`src/rtl/nfs_pkg.sv`:
```
package nfs_pkg;

   typedef enum logic [1:0] {
      OP_PROG = 2'd0,
      OP_SECT = 2'd1,
      OP_CHIP = 2'd2,
      OP_RSVD = 2'd3
   } nfs_op_e;

   typedef struct packed {
      logic        take_addr;
      logic        take_data;
      logic [14:0] unl_addr;
      logic [7:0]  code;
   } nfs_step_t;

   localparam logic [14:0] UNL_A = 15'h5555;
   localparam logic [14:0] UNL_B = 15'h2AAA;

   function automatic logic [2:0] seq_last(nfs_op_e op);
      return (op == OP_PROG) ? 3'd3 : 3'd5;
   endfunction

   function automatic nfs_step_t seq_step(nfs_op_e op, logic [2:0] idx);
      nfs_step_t s;
      s = '0;
      case (idx)
         3'd0: begin s.unl_addr = UNL_A; s.code = 8'hAA; end
         3'd1: begin s.unl_addr = UNL_B; s.code = 8'h55; end
         3'd2: begin
            s.unl_addr = UNL_A;
            s.code     = (op == OP_PROG) ? 8'hA0 : 8'h80;
         end
         3'd3: begin
            if (op == OP_PROG) begin
               s.take_addr = 1'b1;
               s.take_data = 1'b1;
            end else begin
               s.unl_addr = UNL_A;
               s.code     = 8'hAA;
            end
         end
         3'd4: begin s.unl_addr = UNL_B; s.code = 8'h55; end
         default: begin
            if (op == OP_CHIP) begin
               s.unl_addr = UNL_A;
               s.code     = 8'h10;
            end else begin
               s.take_addr = 1'b1;
               s.code      = 8'h30;
            end
         end
      endcase
      return s;
   endfunction

endpackage

```
`src/rtl/nfs_bus_phy.sv`:
```
module nfs_bus_phy #(
   parameter int unsigned AW      = 19,
   parameter int unsigned DW      = 8,
   parameter int unsigned T_SETUP = 1,
   parameter int unsigned T_WL    = 3,
   parameter int unsigned T_RD    = 3,
   parameter int unsigned T_WH    = 2
) (
   input  logic          clk,
   input  logic          rst_n,
   input  logic          start,
   input  logic          is_read,
   input  logic [AW-1:0] addr_in,
   input  logic [DW-1:0] wdata_in,
   output logic          fin,
   output logic [DW-1:0] rdata,
   output logic [AW-1:0] flash_addr,
   output logic [DW-1:0] flash_dq_out,
   output logic          flash_dq_oe,
   input  logic [DW-1:0] flash_dq_in,
   output logic          flash_ce_n,
   output logic          flash_oe_n,
   output logic          flash_we_n
);

   localparam int unsigned TA   = (T_SETUP > T_WL) ? T_SETUP : T_WL;
   localparam int unsigned TB   = (T_RD > T_WH) ? T_RD : T_WH;
   localparam int unsigned TMAX = (TA > TB) ? TA : TB;
   localparam int unsigned CW   = $clog2(TMAX + 1);

   generate
      if (T_SETUP < 1 || T_WL < 1 || T_RD < 1 || T_WH < 1) begin : g_bad_timing
         $error("nfs_bus_phy: every phase length must be at least one cycle");
      end
   endgenerate

   typedef enum logic [1:0] {PH_IDLE, PH_SETUP, PH_LOW, PH_REC} ph_e;

   ph_e           ph;
   logic [CW-1:0] cnt;
   logic          rd_q;
   logic [AW-1:0] addr_q;
   logic [DW-1:0] wdata_q;

   always_ff @(posedge clk) begin
      if (!rst_n) begin
         ph      <= PH_IDLE;
         cnt     <= '0;
         rd_q    <= 1'b0;
         addr_q  <= '0;
         wdata_q <= '0;
         rdata   <= '0;
         fin     <= 1'b0;
      end else begin
         fin <= 1'b0;
         case (ph)
            PH_IDLE: begin
               if (start) begin
                  addr_q  <= addr_in;
                  wdata_q <= wdata_in;
                  rd_q    <= is_read;
                  cnt     <= CW'(T_SETUP - 1);
                  ph      <= PH_SETUP;
               end
            end
            PH_SETUP: begin
               if (cnt == '0) begin
                  ph  <= PH_LOW;
                  cnt <= rd_q ? CW'(T_RD - 1) : CW'(T_WL - 1);
               end else begin
                  cnt <= cnt - 1'b1;
               end
            end
            PH_LOW: begin
               if (cnt == '0) begin
                  ph  <= PH_REC;
                  cnt <= CW'(T_WH - 1);
                  if (rd_q) rdata <= flash_dq_in;
               end else begin
                  cnt <= cnt - 1'b1;
               end
            end
            default: begin
               if (cnt == '0) begin
                  ph  <= PH_IDLE;
                  fin <= 1'b1;
               end else begin
                  cnt <= cnt - 1'b1;
               end
            end
         endcase
      end
   end

   assign flash_addr   = addr_q;
   assign flash_dq_out = wdata_q;
   assign flash_dq_oe  = (ph != PH_IDLE) && !rd_q;
   assign flash_ce_n   = !(ph == PH_LOW);
   assign flash_we_n   = !(ph == PH_LOW && !rd_q);
   assign flash_oe_n   = !(ph == PH_LOW && rd_q);

   assert_write_strobe_R2: assert property (@(posedge clk) disable iff (!rst_n)
      !flash_we_n |-> (flash_oe_n && !flash_ce_n && flash_dq_oe));

   assert_hold_during_low_R2: assert property (@(posedge clk) disable iff (!rst_n)
      (!flash_we_n && $past(!flash_we_n)) |-> ($stable(flash_addr) && $stable(flash_dq_out)));

   assert_no_contention_R6: assert property (@(posedge clk) disable iff (!rst_n)
      !flash_oe_n |-> (!flash_dq_oe && flash_we_n));

endmodule

```
`src/rtl/nfs_poll_timer.sv`:
```
module nfs_poll_timer
   import nfs_pkg::*;
#(
   parameter int unsigned LIM_PROG = 6250,
   parameter int unsigned LIM_SECT = 3125000,
   parameter int unsigned LIM_CHIP = 12500000
) (
   input  logic    clk,
   input  logic    rst_n,
   input  logic    load,
   input  nfs_op_e op,
   input  logic    run,
   output logic    expired
);

   localparam int unsigned LA   = (LIM_PROG > LIM_SECT) ? LIM_PROG : LIM_SECT;
   localparam int unsigned LMAX = (LA > LIM_CHIP) ? LA : LIM_CHIP;
   localparam int unsigned CW   = $clog2(LMAX + 1);

   generate
      if (LIM_PROG < 1 || LIM_SECT < 1 || LIM_CHIP < 1) begin : g_bad_limit
         $error("nfs_poll_timer: polling limits must be non-zero");
      end
   endgenerate

   function automatic logic [CW-1:0] lim_of(nfs_op_e o);
      case (o)
         OP_PROG: return CW'(LIM_PROG);
         OP_SECT: return CW'(LIM_SECT);
         default: return CW'(LIM_CHIP);
      endcase
   endfunction

   logic [CW-1:0] cnt;

   always_ff @(posedge clk) begin
      if (!rst_n) begin
         cnt <= '0;
      end else if (load) begin
         cnt <= lim_of(op);
      end else if (run && cnt != '0) begin
         cnt <= cnt - 1'b1;
      end
   end

   assign expired = run && (cnt == '0);

   assert_reload_R7: assert property (@(posedge clk) disable iff (!rst_n)
      load |=> !expired);

endmodule

```
`src/rtl/nor_cmd_seq.sv`:
```
module nor_cmd_seq
   import nfs_pkg::*;
#(
   parameter int unsigned AW       = 19,
   parameter int unsigned DW       = 8,
   parameter int unsigned TOG_BIT  = 6,
   parameter int unsigned T_SETUP  = 1,
   parameter int unsigned T_WL     = 3,
   parameter int unsigned T_RD     = 3,
   parameter int unsigned T_WH     = 2,
   parameter int unsigned LIM_PROG = 6250,
   parameter int unsigned LIM_SECT = 3125000,
   parameter int unsigned LIM_CHIP = 12500000
) (
   input  logic          clk,
   input  logic          rst_n,
   input  logic          req_valid,
   input  logic [1:0]    req_op,
   input  logic [AW-1:0] req_addr,
   input  logic [DW-1:0] req_data,
   output logic          ready,
   output logic          done,
   output logic          error,
   output logic [AW-1:0] flash_addr,
   output logic [DW-1:0] flash_dq_out,
   output logic          flash_dq_oe,
   input  logic [DW-1:0] flash_dq_in,
   output logic          flash_ce_n,
   output logic          flash_oe_n,
   output logic          flash_we_n
);

   generate
      if (AW < 15 || DW < 8 || TOG_BIT >= DW) begin : g_bad_width
         $error("nor_cmd_seq: needs AW >= 15, DW >= 8 and TOG_BIT inside DW");
      end
   endgenerate

   typedef enum logic [1:0] {S_IDLE, S_ISSUE, S_WAIT} st_e;

   st_e           st;
   nfs_op_e       op_q;
   logic [AW-1:0] addr_q;
   logic [DW-1:0] data_q;
   logic [2:0]    idx_q;
   logic          polling_q;
   logic          prev_q;
   logic          have_prev_q;

   nfs_step_t     step;
   logic [AW-1:0] wr_addr;
   logic [DW-1:0] wr_data;
   logic          phy_fin;
   logic [DW-1:0] phy_rdata;
   logic          tmr_load;
   logic          tmr_expired;
   logic          last_write;
   logic          tog_now;
   logic          unused_rd_bits;

   always_comb step = seq_step(op_q, idx_q);

   assign wr_addr        = step.take_addr ? addr_q : AW'(step.unl_addr);
   assign wr_data        = step.take_data ? data_q : DW'(step.code);
   assign last_write     = (idx_q == seq_last(op_q));
   assign tog_now        = phy_rdata[TOG_BIT];
   assign unused_rd_bits = ^(phy_rdata & ~(DW'(1) << TOG_BIT));
   assign tmr_load       = (st == S_WAIT) && phy_fin && !polling_q && last_write;
   assign ready          = (st == S_IDLE);

   nfs_bus_phy #(
      .AW(AW), .DW(DW), .T_SETUP(T_SETUP), .T_WL(T_WL), .T_RD(T_RD), .T_WH(T_WH)
   ) u_phy (
      .clk          (clk),
      .rst_n        (rst_n),
      .start        (st == S_ISSUE),
      .is_read      (polling_q),
      .addr_in      (polling_q ? addr_q : wr_addr),
      .wdata_in     (wr_data),
      .fin          (phy_fin),
      .rdata        (phy_rdata),
      .flash_addr   (flash_addr),
      .flash_dq_out (flash_dq_out),
      .flash_dq_oe  (flash_dq_oe),
      .flash_dq_in  (flash_dq_in),
      .flash_ce_n   (flash_ce_n),
      .flash_oe_n   (flash_oe_n),
      .flash_we_n   (flash_we_n)
   );

   nfs_poll_timer #(
      .LIM_PROG(LIM_PROG), .LIM_SECT(LIM_SECT), .LIM_CHIP(LIM_CHIP)
   ) u_tmr (
      .clk     (clk),
      .rst_n   (rst_n),
      .load    (tmr_load),
      .op      (op_q),
      .run     (polling_q && st != S_IDLE),
      .expired (tmr_expired)
   );

   always_ff @(posedge clk) begin
      if (!rst_n) begin
         st          <= S_IDLE;
         op_q        <= OP_PROG;
         addr_q      <= '0;
         data_q      <= '0;
         idx_q       <= '0;
         polling_q   <= 1'b0;
         prev_q      <= 1'b0;
         have_prev_q <= 1'b0;
         done        <= 1'b0;
         error       <= 1'b0;
      end else begin
         done  <= 1'b0;
         error <= 1'b0;
         case (st)
            S_IDLE: begin
               if (req_valid && nfs_op_e'(req_op) != OP_RSVD) begin
                  op_q        <= nfs_op_e'(req_op);
                  addr_q      <= req_addr;
                  data_q      <= req_data;
                  idx_q       <= '0;
                  polling_q   <= 1'b0;
                  have_prev_q <= 1'b0;
                  st          <= S_ISSUE;
               end
            end
            S_ISSUE: st <= S_WAIT;
            default: begin
               if (phy_fin) begin
                  if (!polling_q) begin
                     if (last_write) polling_q <= 1'b1;
                     else            idx_q     <= idx_q + 1'b1;
                     st <= S_ISSUE;
                  end else if (have_prev_q && tog_now == prev_q) begin
                     done <= 1'b1;
                     st   <= S_IDLE;
                  end else if (tmr_expired) begin
                     error <= 1'b1;
                     st    <= S_IDLE;
                  end else begin
                     prev_q      <= tog_now;
                     have_prev_q <= 1'b1;
                     st          <= S_ISSUE;
                  end
               end
            end
         endcase
      end
   end

   assert_flags_exclusive_R9: assert property (@(posedge clk) disable iff (!rst_n)
      $onehot0({done, error}));

   assert_done_with_ready_R6: assert property (@(posedge clk) disable iff (!rst_n)
      done |-> ready);

   assert_error_after_expiry_R7: assert property (@(posedge clk) disable iff (!rst_n)
      error |-> $past(tmr_expired));

   assert_reserved_ignored_R8: assert property (@(posedge clk) disable iff (!rst_n)
      (ready && req_valid && req_op == 2'd3) |=> (ready && flash_ce_n));

   assert_accept_drops_ready_R10: assert property (@(posedge clk) disable iff (!rst_n)
      (ready && req_valid && req_op != 2'd3) |=> !ready);

endmodule

```
`config.mk`:
```
export PLATFORM = sky130hd
export DESIGN_NAME = nor_cmd_seq
export DESIGN_NICKNAME = d
export VERILOG_FILES = /design/src/rtl/nfs_pkg.sv /design/src/rtl/nfs_bus_phy.sv /design/src/rtl/nfs_poll_timer.sv /design/src/rtl/nor_cmd_seq.sv
export SDC_FILE = /design/constraint.sdc
export NUM_CORES = 1
export LEC_CHECK = 0
export ABC_AREA = 1
export BUFFER_PORTS_ARGS = -buffer_cell sky130_fd_sc_hd__buf_2
export CORE_ASPECT_RATIO = 0.8
export CORE_MARGIN = 3
export CORE_UTILIZATION = 50
export CTS_CLUSTER_DIAMETER = 120
export CTS_CLUSTER_SIZE = 40
export DETAILED_ROUTE_END_ITERATION = 7
export PLACE_DENSITY = 0.74
export REMOVE_ABC_BUFFERS = 1
export SLEW_MARGIN = 20
export SYNTH_ARGS = -nofsm -noshare
export SYNTH_HDL_FRONTEND = slang
export SYNTH_SLANG_ARGS = --single-unit
```
`constraint.sdc`:
```
create_clock -name clk -period 2.2 [get_ports clk]
set_clock_uncertainty 0.2 [all_clocks]
set_input_delay 0.66 -clock clk [delete_from_list [all_inputs] [get_ports clk]]
set_output_delay 0.66 -clock clk [all_outputs]
set_load 0.05 [all_outputs]
```
==> flow_summary.yaml <==
run_status:
  run_status: "completed"
final_layout:
  area_growth_syn_to_layout_pct: 16.1
  drive_gt1_share_pct: 18.4
  stdcell_area_um2: 5680
  nets: 822
  diodes: 0
pwr:
  pwr-share-comb_pct: 41.5
  swShare_pct: 41.5
  power_frac_seq_pct: 33.2
  irDropWorstVdd_mv: 0.819
  pwr_density_cell_nw_per_um2: 1140
  p_leak_nw: 2.70
  p_int_mw: 3.79
  clkPwrFrac_pct: 25.3
  p_switching_mw: 2.69
floorplan:
  start_util_pct: 52.7
  die-area_um2: 11000
  io_pins: 74
  dieHeight_um: 94.4
  die_w_um: 117
  core_area_um2: 9270
  rows: 31
sta:
  fin_setup_tns_ps: 0
  rsz0062_at_grt: "no"
  max_clock_freq_ghz: 0.471
  hold_viol: 0
  slew_headroom_pct: 66.0
  maxSlewViolCount: 0
  tightest_slew_ps: 509
  fin_crit_sh_pct: 96.5
  period_needed_ps: 2120
  setup_viol: 0
clocking:
  cts_tree: "done"
  cts_made_buffers: 9
  clk_pin_slew_worst_paths_ps: 70
  cts_hold_buffers: 0
  htree_levels: 3
  clock_latency_ps: 350
  postCtsSetupBuffers: 0
  ctsLongestPathBuffers: 2
  cts-root-buf: "clkbuf_16"
  cts.sinks: 97
setup_path:
  worst-r2r-cell-count: 11
  cp.required_ps: 1340
  reg2reg_to: "u_tmr.cnt[21]"
  cp_data_arrival_time_ps: 1260
  ff2ff_setup_slack_ps: 160
  path_cells: "nor2_4 > buf_2"
  critPathMaxStageDelay_ps: 370
  cp-end-kind: "primary output"
  slowest_stage: "dfxtp_1"
  worstSetupPathType: "reg2out"
  crit_fanout: 7
  r2r-start: "u_tmr.cnt[16]"
  startpoint_type: "flop"
route:
  ant_nets: 0
  vias_per_cell: 5.32
  firstDrtPassIters: 5
  num_vias: 4726
  drt_iter0_drc: 265
  drcViolationCount: 0
  routedWlPerCell_um: 13.3
  drt-total-wl_mm: 11.8
placed_design:
  place.gp.congestion: 0.888
  detailed_place_hpwl_mm: 8.43
  place_area_um2: 5310
  portBuffers: 66
global_route:
  grt_use_met1_pct: 29.1
  overflow: 0
  top_usage_layer: "met2"
  grt_pass1_wl_mm: 19.9
  grt_usage_pct: 22.4
  grt_util_met3_pct: 4.93
  antenna_found_initial: 0
  grt_max_degree: 37
  use_met2_pct: 37.6
  grt_pass1_vias: 4430
logic_synthesis:
  synth_top_area_share_pct: 39.7
  syn_inst: 704
  yosysWarnings: 0
  synth_area_per_cell_um2: 6.94
  synth_cell_types: 35
  synth_area_um2: 4890
  synth_seq_cells: 97
  synth_edf_count: 0
  ys.flop_type: "dfxtp_1"
  synth-async-reset-ratio_pct: 0
  yosys.area.top_type: "dfxtp_1"
  synthTopCellsByArea: "dfxtp_1, nand2_1, a21oi_1, inv_1, nand3_1"
  yosysSeqAreaShare_pct: 39.7
hold_path:
  min_path_cells: 2
  hp-class: "reg2reg"
  min_to: "data_q[2]"
  min_from: "data_q[2]"
run:
  cap_violations: 0
-- cells in the mapped netlist, drive strengths merged (10+ instances only) --
| cell type | count |
|---|---|
| clkbuf | 10 |
| ha | 14 |
| dfxtp | 97 |
| buf | 18 |
| a21oi | 67 |
| inv | 76 |
| nor3 | 11 |
| nand3 | 49 |
| nand2 | 195 |
| nor2 | 76 |
| o21ai | 47 |
-- registers in the layout, summed over array words and instances (netlist names), 2 cells and up --
signal,cells
addr_q,19
data_q,8
idx_q,3
op_q,2
st,2
u_phy.cnt,2
u_phy.flash_addr,19
u_phy.flash_dq_out,8
u_phy.ph,2
u_tmr.cnt,24
-- per-layer routing --
metal  part of all wire, %  vias to the layer above
li1                      -                     2404
met1                    44                     2177
met2                    48                      133
met3                   6.5                       12
met4                  0.88                        0
met5                     0                        -
-- timing repair --
action                                  CTS  global route
cloned                                    0             0
gates resized for setup                   8            12
endpoints found under the setup margin    4            28
hold endpoints to repair                  0             0
-- worst max-delay path by stage --
stage,from,to,slack [ps],cells past startpoint
finish,st[1],ready,80,2
global route,u_phy.ph[1],flash_dq_oe,10,4
CTS,u_phy.ph[0],flash_oe_n,10,4
detailed placement,req_valid,have_prev_q,50,6
global placement,req_valid,have_prev_q,110,6
floorplan,u_phy.ph[0],flash_dq_oe,90,3
-- per-stage QoR --
stage          util (%)  setup slack (ps)  hold WS (ps)  total power [mW]  cells
3_3_place_gp       57.3               113           233              4.67    872
3_5_place_dp       57.3              47.0           244              4.76    872
5_1_grt            61.2              9.89           277              6.93    888
4_1_cts            60.9              11.8           253              6.44    888
6_report           61.2              76.9           253              6.48    888
2_1_floorplan         -              88.6           224              4.15    676
-- final cells by class --
class	count	area, um2
Fill cell	887	3590
Timing Repair Buffer	81	464
Tap cell	115	144
Inverter	77	289
Sequential cell	97	1950
Multi-Input combinational cell	502	2520
Clock inverter	7	85.1
Clock buffer	9	225
-- placed cells by master, fill, tap and decap left out, types with 5 or more instances in the layout --
cell type / Yosys / routed
nor2_2: 13 / 13
o21ai_1: 4 / 5
nand2_2: 9 / 9
ha_1: 14 / 12
dfxtp_1: 97 / 94
inv_2: 5 / 7
nor3_1: 10 / 10
nand3_1: 48 / 48
o21a_1: 8 / 8
buf_4: 4 / 16
o211ai_1: 5 / 5
nor2_4: 6 / 7
o21ai_0: 42 / 41
nand3b_1: 6 / 6
inv_1: 71 / 69
clkbuf_16: 0 / 9
buf_2: 11 / 62
nor2_1: 57 / 56
nand2_1: 186 / 185
nand4_1: 8 / 8
a21oi_1: 67 / 67
-- power by group through the flow --
stage	clock [mW]	sequential [mW]	combinational, mW
2_1_floorplan	0	2.43	1.72
3_3_place_gp	0	2.17	2.50
3_5_place_dp	0	2.18	2.58
4_1_cts	1.66	2.14	2.63
5_1_grt	1.74	2.18	3.00
6_report	1.64	2.15	2.69
-- worst max-delay path: cells and delay by family (launching register included) --
| kind | cells | cell delay, ps |
|---|---|---|
| buffers and inverters | 1 | 310 |
| and+or+nand+nor | 1 | 240 |
| DFF | 1 | 370 |
-- kinds of logic after synthesis --
family | synth area share (%)
simple gates | 31.1
flops | 39.7
compound gates | 15.4
buf+inv | 9.29
fa+ha+maj | 3.58
xor+xnor | 0.896
Power figures use the tool's default switching activity.
